--- src/rtl/mdu_pkg.sv ---
package mdu_pkg;
  typedef enum logic [2:0] {
    OP_MUL  = 3'd0,
    OP_MULU = 3'd1,
    OP_DIV  = 3'd2,
    OP_DIVU = 3'd3,
    OP_MADD = 3'd4,
    OP_MTHI = 3'd5,
    OP_MTLO = 3'd6,
    OP_NOP  = 3'd7
  } mdu_op_e;
endpackage

--- src/rtl/mdu_mul.sv ---
module mdu_mul #(
  parameter int W = 32
) (
  input  logic           clk_i,
  input  logic           rst_ni,
  input  logic           load_i,
  input  logic           step_i,
  input  logic [W-1:0]   mcand_i,
  input  logic [W-1:0]   mplier_i,
  output logic [2*W-1:0] prod_nxt_o
);
  logic [W-1:0]   mcand_q;
  logic [2*W-1:0] prod_q;
  logic [W:0]     sum;

  // shift-add: one multiplier bit per step, product grows from the top
  always_comb begin
    sum        = {1'b0, prod_q[2*W-1:W]} + (prod_q[0] ? {1'b0, mcand_q} : '0);
    prod_nxt_o = {sum, prod_q[W-1:1]};
  end

  always_ff @(posedge clk_i or negedge rst_ni) begin
    if (!rst_ni) begin
      mcand_q <= '0;
      prod_q  <= '0;
    end else if (load_i) begin
      mcand_q <= mcand_i;
      prod_q  <= {{W{1'b0}}, mplier_i};
    end else if (step_i) begin
      prod_q  <= prod_nxt_o;
    end
  end
endmodule

--- src/rtl/mdu_div.sv ---
module mdu_div #(
  parameter int W = 32
) (
  input  logic         clk_i,
  input  logic         rst_ni,
  input  logic         load_i,
  input  logic         step_i,
  input  logic [W-1:0] dvd_i,
  input  logic [W-1:0] dvs_i,
  output logic [W-1:0] quo_nxt_o,
  output logic [W-1:0] rem_nxt_o
);
  logic [W-1:0] dvs_q, quo_q, rem_q;
  logic [W:0]   r_sh, diff;
  logic         ge;

  // restoring division; a zero divisor naturally gives all-ones / dividend
  always_comb begin
    r_sh      = {rem_q, quo_q[W-1]};
    diff      = r_sh - {1'b0, dvs_q};
    ge        = r_sh >= {1'b0, dvs_q};
    quo_nxt_o = {quo_q[W-2:0], ge};
    rem_nxt_o = ge ? diff[W-1:0] : r_sh[W-1:0];
  end

  always_ff @(posedge clk_i or negedge rst_ni) begin
    if (!rst_ni) begin
      dvs_q <= '0;
      quo_q <= '0;
      rem_q <= '0;
    end else if (load_i) begin
      dvs_q <= dvs_i;
      quo_q <= dvd_i;
      rem_q <= '0;
    end else if (step_i) begin
      quo_q <= quo_nxt_o;
      rem_q <= rem_nxt_o;
    end
  end

  AST_REM_BELOW_DVS: assert property (@(posedge clk_i) disable iff (!rst_ni)
    (dvs_q == '0) || (rem_q < dvs_q));
endmodule

--- src/rtl/mdu_core.sv ---
module mdu_core
  import mdu_pkg::*;
#(
  parameter int W = 32
) (
  input  logic         clk_i,
  input  logic         rst_ni,
  input  logic         start_i,
  input  logic [2:0]   op_i,
  input  logic [W-1:0] a_i,
  input  logic [W-1:0] b_i,
  output logic         busy_o,
  input  logic         rd_req_i,
  input  logic         rd_hi_i,
  output logic         rd_valid_o,
  output logic [W-1:0] rd_data_o
);
  localparam int CW = $clog2(W);
  localparam logic [CW-1:0] LAST = CW'(W - 1);

  mdu_op_e       op, op_q;
  logic          busy_q, accept, is_mul, is_div, sgn, a_neg, b_neg;
  logic          neg_res_q, neg_rem_q, dz_q, done;
  logic [CW-1:0] cnt_q;
  logic [W-1:0]  mag_a, mag_b, dvd_q, hi_q, lo_q;
  logic [W-1:0]  quo_nxt, rem_nxt, quo_fix, rem_fix;
  logic [2*W-1:0] prod_nxt, prod_fix, res;

  assign op     = mdu_op_e'(op_i);
  assign accept = start_i && !busy_q;
  assign is_mul = (op == OP_MUL) || (op == OP_MULU) || (op == OP_MADD);
  assign is_div = (op == OP_DIV) || (op == OP_DIVU);
  assign sgn    = (op == OP_MUL) || (op == OP_DIV) || (op == OP_MADD);
  assign a_neg  = sgn && a_i[W-1];
  assign b_neg  = sgn && b_i[W-1];
  assign mag_a  = a_neg ? -a_i : a_i;
  assign mag_b  = b_neg ? -b_i : b_i;
  assign done   = busy_q && (cnt_q == LAST);

  mdu_mul #(.W(W)) u_mul (
    .clk_i      (clk_i),
    .rst_ni     (rst_ni),
    .load_i     (accept && is_mul),
    .step_i     (busy_q),
    .mcand_i    (mag_a),
    .mplier_i   (mag_b),
    .prod_nxt_o (prod_nxt)
  );

  mdu_div #(.W(W)) u_div (
    .clk_i     (clk_i),
    .rst_ni    (rst_ni),
    .load_i    (accept && is_div),
    .step_i    (busy_q),
    .dvd_i     (mag_a),
    .dvs_i     (mag_b),
    .quo_nxt_o (quo_nxt),
    .rem_nxt_o (rem_nxt)
  );

  // sign fix-up and final result selection on the last step
  always_comb begin
    prod_fix = neg_res_q ? -prod_nxt : prod_nxt;
    quo_fix  = neg_res_q ? -quo_nxt  : quo_nxt;
    rem_fix  = neg_rem_q ? -rem_nxt  : rem_nxt;
    unique case (op_q)
      OP_MADD:          res = {hi_q, lo_q} + prod_fix;
      OP_DIV, OP_DIVU:  res = dz_q ? {dvd_q, {W{1'b1}}} : {rem_fix, quo_fix};
      default:          res = prod_fix;
    endcase
  end

  always_ff @(posedge clk_i or negedge rst_ni) begin
    if (!rst_ni) begin
      busy_q    <= 1'b0;
      cnt_q     <= '0;
      op_q      <= OP_NOP;
      neg_res_q <= 1'b0;
      neg_rem_q <= 1'b0;
      dz_q      <= 1'b0;
      dvd_q     <= '0;
      hi_q      <= '0;
      lo_q      <= '0;
    end else if (busy_q) begin
      cnt_q <= cnt_q + 1'b1;
      if (done) begin
        busy_q       <= 1'b0;
        {hi_q, lo_q} <= res;
      end
    end else if (start_i) begin
      if (is_mul || is_div) begin
        busy_q    <= 1'b1;
        cnt_q     <= '0;
        op_q      <= op;
        neg_res_q <= a_neg ^ b_neg;
        neg_rem_q <= a_neg;
        dz_q      <= (b_i == '0);
        dvd_q     <= a_i;
      end else if (op == OP_MTHI) begin
        hi_q <= a_i;
      end else if (op == OP_MTLO) begin
        lo_q <= a_i;
      end
    end
  end

  assign busy_o     = busy_q;
  assign rd_valid_o = rd_req_i && !busy_q;
  assign rd_data_o  = rd_hi_i ? hi_q : lo_q;

  // independent run-length counter for the busy window
  logic [CW:0] run_q;
  always_ff @(posedge clk_i or negedge rst_ni) begin
    if (!rst_ni)     run_q <= '0;
    else if (busy_o) run_q <= run_q + 1'b1;
    else             run_q <= '0;
  end

  AST_MD_RAISES_BUSY: assert property (@(posedge clk_i) disable iff (!rst_ni)
    (start_i && !busy_o && (is_mul || is_div)) |=> busy_o);
  AST_BUSY_NOT_LONG: assert property (@(posedge clk_i) disable iff (!rst_ni)
    busy_o |-> (run_q < (CW+1)'(W)));
  AST_BUSY_ENDS: assert property (@(posedge clk_i) disable iff (!rst_ni)
    (busy_o && run_q == (CW+1)'(W - 1)) |=> !busy_o);
  AST_HOLD_MID_RUN: assert property (@(posedge clk_i) disable iff (!rst_ni)
    ($past(busy_o) && busy_o) |-> ($stable(hi_q) && $stable(lo_q)));
  AST_LOAD_HI: assert property (@(posedge clk_i) disable iff (!rst_ni)
    (start_i && !busy_o && op == OP_MTHI) |=> (hi_q == $past(a_i) && $stable(lo_q) && !busy_o));
  AST_LOAD_LO: assert property (@(posedge clk_i) disable iff (!rst_ni)
    (start_i && !busy_o && op == OP_MTLO) |=> (lo_q == $past(a_i) && $stable(hi_q) && !busy_o));
  AST_DIV_ZERO: assert property (@(posedge clk_i) disable iff (!rst_ni)
    (done && dz_q && (op_q == OP_DIV || op_q == OP_DIVU)) |=> (lo_q == '1));
endmodule

--- config.mk ---
export PLATFORM = sky130hd
export DESIGN_NAME = mdu_core
export DESIGN_NICKNAME = d
export VERILOG_FILES = /design/src/rtl/mdu_pkg.sv /design/src/rtl/mdu_mul.sv /design/src/rtl/mdu_div.sv /design/src/rtl/mdu_core.sv
export SDC_FILE = /design/constraint.sdc
export NUM_CORES = 1
export LEC_CHECK = 0
export ABC_AREA = 1
export CAP_MARGIN = 0
export CORE_ASPECT_RATIO = 1.2
export CORE_MARGIN = 3
export CORE_UTILIZATION = 45
export DETAILED_ROUTE_END_ITERATION = 10
export PLACE_DENSITY = 0.72
export SYNTH_ARGS = -nofsm -noshare
export SYNTH_HDL_FRONTEND = slang
export SYNTH_SLANG_ARGS = --single-unit
--- constraint.sdc ---
create_clock -name clk_i -period 10.9 [get_ports clk_i]
set_clock_uncertainty 0.2 [all_clocks]
set_input_delay 2.18 -clock clk_i [delete_from_list [all_inputs] [get_ports clk_i]]
set_output_delay 2.18 -clock clk_i [all_outputs]
set_load 0.05 [all_outputs]
# Word-level counts from Yosys, hierarchy flattened
# Index checks and enable logic that the tools add are counted.
# word_totals
regBits	300
word_cells	100
# classes
add_sub_neg	9
order_cmp	1
n_eq_ne	13
mux	34
n_bitwise	2
n_reduce_logical	27
# op_table
cell	count
$mux 32	22
$mux 64	4
$neg 32->32	4
$pmux 64 s2	1
$add 64x64->64	1
$neg 64->64	1
$add 32x33->33	1
$ge 33x32->1	1
$logic_not 32->1	1
$sub 32x32->32	1
$mux 5	3
$eq 3x2->1 const B	4
$eq 3x3->1 const B	4
$reduce_bool 2->1	6
$logic_and 1x1->1	7
$logic_or 1x1->1	6
$add 5x1->5 const B	1
$eq 5x5->1 const B	1
$reduce_and 5->1	1
$mux 1	4
$ne 2x2->1 const B	2
$reduce_and 4->1	1
$eq 3x1->1 const B	1
$logic_not 3->1	1
7 further kinds	7

# Logic depth before layout (Yosys ltp)
# logic_depth
depth_word	8
mapped_depth	40
ltp_nobuf	38

# Cells and area by module
# A second synthesis with hierarchy kept.
# hier_totals
cells_unflattened	5321
area_unflattened_um2	31615.3
# modules_own_cells
mod	instances	cells_per_inst	area_each_um2
mdu_core	1	3218	17601.9
mdu_div	1	1073	7158.1
mdu_mul	1	1030	6855.3

# Worst setup path before layout
# OpenSTA, ideal clock, no wires.
# synth_timing
kind	input port to output port
startpoint	in rd_hi_i
endpoint	out rd_data_o[12]
arrival_ps	3613
required_ps	8520
setup_slack_ps	4907
stages	3
n_path_buf	2
path_cell_list	clkbuf_1 -> clkbuf_1 -> o21ai_0
# synth_between
elab_chain_len	1
# synth_lines
item	line_no	rtl
start: declaration	mdu_core.sv:14	input logic rd_hi_i,
$mux 32	mdu_core.sv:109	assign rd_data_o = rd_hi_i ? hi_q : lo_q;
end: declaration	mdu_core.sv:16	output logic [W-1:0] rd_data_o
# Every way passes these cells.

# Final worst setup path
# layout_timing
startpoint	in rd_hi_i
endpoint	out rd_data_o[20]
# Same word-level chain as after synthesis.

==> results.md <==
* Largest cells by area after synthesis: dfrtp_1 (26%), nand2_1 (18%), inv_1 (9.1%), nor2_1 (6.3%), ha_1 (5.9%)
* CP max stage delay at between 0.7 and 0.8 ns
* Routability Congestion at roughly 1.0
* Maximum clock insertion buffer count at 3
* CTS sink count at 300
* CP startpoint kind: primary input
* Final std cells w/o fill at around 5.5k
* Core area at 62600 sq um
* Initial antenna violation count at 4
* Slowest CP cell: clkdlybuf4s50_1
* Syn Nets at slightly below 5k
* Die width at between 200 and 250 um
* Vias at roughly 32k
* Post-DRT Antenna Nets at 0
* Row cnt at 100
* Max-slew violations at 0
* Detailed-route wire length per cell at 22.4 um
* Worst Path Arrival at between 3 and 4 ns
* Post-DP Area at between 30000 and 40000 sq um
* WP data required at 8.52 ns
* Final hold vios at 0
* Status: completed
* Die Y at approximately 280 um
* PortBufs at between 100 and 150
* First-pass GRT wire length at roughly 180 mm
* Met2 WL at 54.4 mm
* Worst hold stages at 1
* Final min period at about 6.4 ns
* Final net count at 4899
* GRT Residual Overflow at 0
* Syn. warnings at 0
* Clock root buffer: clkbuf_16
* Slew HR at between 20% and 30%
* Clock slew at reported path FFs at approximately 0.06 ns
* Depth of the CTS H-tree at 2
* #FFs+latches synth at 300
* Post-CTS setup buffers at 0
* TritonCTS clock tree: built
* Initial DRC Count at 3300
* Num CTS Buffers at 38
* Final Instance Area at around 32000 sq um
* Crit path capture type: output pin
* TritonRoute pass-1 iters at 6
* Dpl hpwl at 99.8 mm
* Post-synth EDFFs at 0
* Met1 Wirelength at between 40 and 50 mm
* Final worst-path cycle share at roughly three fifths
* Top Layer Used: met5
* Hold WC Path Type: reg2reg
* Post_cts resized at 0
* Ports at 106
* Setup violators final at 0
* Die area at 66900 sq um
* Syn Inst Count at ~4.7k
* Share of post-route cells with drive strength above 1 at under 10%
* Drt via density at roughly 5.8
* Seq/Total Area, Yosys at 26.2%
* Worst R2R Path Depth at 31
* Worst skew pair latency at between 0.5 and 0.6 ns
* Vias in the first global route at just under 30k
* P&R area growth vs syn at 10.6%
* Synth cell types at 63
* F_max at between 150 and 200 MHz
* Top_reg_cell synth: dfrtp_1
* Syn Std Cell Area at about 29000 sq um
* CP max FO at 42
* Fin Setup TNS at 0 ns
* Cell total after placement at between 5k and 6k
* DRC at 0
* Top-area cell type share of the netlist area at 25.9%
* Met3 wire length at 11.2 mm
* Initial core utilization at between 40% and 50%
* Avg Cell Area, Syn at between 6 and 7 sq um
* RSZ-0062 raised after global routing: false
* Sequence of cells on the critical path: buf_2 -> mux2_2 -> clkdlybuf4s50_1
* Largest net degree at the start of global routing at roughly 150
* CP Class: in2out
* Max cap viols at 0
* Routed WL at about 120 mm
* Hold buffers post-CTS at 0
* GRT Total Usage at 36.0%
* Worst slew pin tran at roughly 1.2 ns
* Area leader, netlist: dfrtp_1
* FFs w/ async S/R, synth at 100%
==> metrics by stage <==
step	hold WS, ns	setup WS [ns]	utilization, %
3_5_place_dp	0.267	4.47	48.7
2_1_floorplan	0.240	4.91	-
5_1_grt	0.295	4.16	50.7
3_3_place_gp	0.256	4.57	48.7
6_report	0.272	4.54	50.7
4_1_cts	0.275	4.54	50.7
==> cells in the mapped netlist (all sizes together), types with 22 or more instances <==
cell / n
nand3: 286
xor2: 121
nor2: 492
xnor2: 25
or2: 23
dfrtp: 297
nor3: 63
mux2: 22
nand4: 59
o221ai: 42
ha: 136
nand2: 1419
buf: 30
o21ai: 298
clkbuf: 117
o211ai: 37
a21oi: 273
a31oi: 52
inv: 703
o22ai: 40
==> flip-flops by register name (all words and copies together), names as in the netlist, 5 cells and up <==
name / flops
hi_q: 32
u_mul.prod_q: 64
lo_q: 32
u_mul.mcand_q: 32
u_div.quo_q: 32
cnt_q: 5
u_div.rem_q: 32
dvd_q: 32
u_div.dvs_q: 32
==> critical path: cells and delay by family <==
| kind | cells | cell delay, ns |
|---|---|---|
| buffers and inverters | 2 | 1.34 |
| multiplexers | 1 | 0.42 |
==> cell usage in the layout (no fill, tap or decap), types with 4 or more instances in the layout <==
cell type / n
nor2_1: 473
clkinv_2: 9
o221ai_1: 42
ha_1: 136
nand3_1: 282
o211ai_1: 37
nor2_4: 7
inv_1: 696
clkinv_1: 7
a221oi_1: 4
a22oi_1: 10
o31ai_1: 8
o21bai_1: 16
o21ai_0: 281
buf_4: 29
nand2_1: 1383
or2_2: 23
nor4_1: 14
a21oi_2: 5
dfrtp_1: 295
nand4_1: 59
nor2_2: 11
o21ai_1: 14
mux2_2: 22
nand2_4: 4
nor3_1: 59
nand3b_1: 16
a21o_1: 11
o22ai_1: 40
o21a_1: 12
nand2_2: 31
clkdlybuf4s50_1: 103
clkbuf_8: 9
a21oi_1: 268
xor2_1: 121
xnor2_1: 25
inv_2: 6
clkbuf_16: 41
a31oi_1: 51
==> per-layer routing <==
layer  vias up  GRT usage (%)
met1     14900           45.5
met4         6           21.0
met2      1478           57.6
met3       368           6.99
met5         -              0
li1      15100              -
==> area by class of cell <==
| type | count | area, sq um |
|---|---|---|
| diodes | 1 | 2.50 |
| multi-input cells | 3503 | 18000 |
| flip-flops and latches | 300 | 7520 |
| clock inverters | 13 | 101 |
| repair buffers | 135 | 1290 |
| inverters | 710 | 2670 |
| clock buffers | 53 | 1160 |
| fillers | 6555 | 30800 |
| well taps | 816 | 1020 |
==> path summary, 6_finish.rpt <==
path	start	end	slack [ns]
worst max-delay path	rd_hi_i	rd_data_o[20]	4.54
worst max register to register	u_mul.prod_q[0]	hi_q[17]	4.64
max in group asynchronous	rst_ni	u_mul.prod_q[62]	7.61
worst min-delay path	cnt_q[3]	cnt_q[3]	0.27
min in group asynchronous	rst_ni	lo_q[3]	1.46
worst min register to register	cnt_q[3]	cnt_q[3]	0.27
==> cells by family (layout without fill, tap and decap cells) <==
logic type	after synthesis	in the layout	share of synthesized area, %
compound gates	816	816	16.3
xor+xnor	146	146	4.46
fa+ha+maj	139	139	6.14
buf+inv	857	911	11.4
flops	300	300	26.2
mux	22	22	0.863
other cells	0	1	0
simple gates	2380	2380	34.6
Power is left out: the tool's default activity adds up to more than one toggle a clock period on the data nets, which glitch-free logic cannot reach.
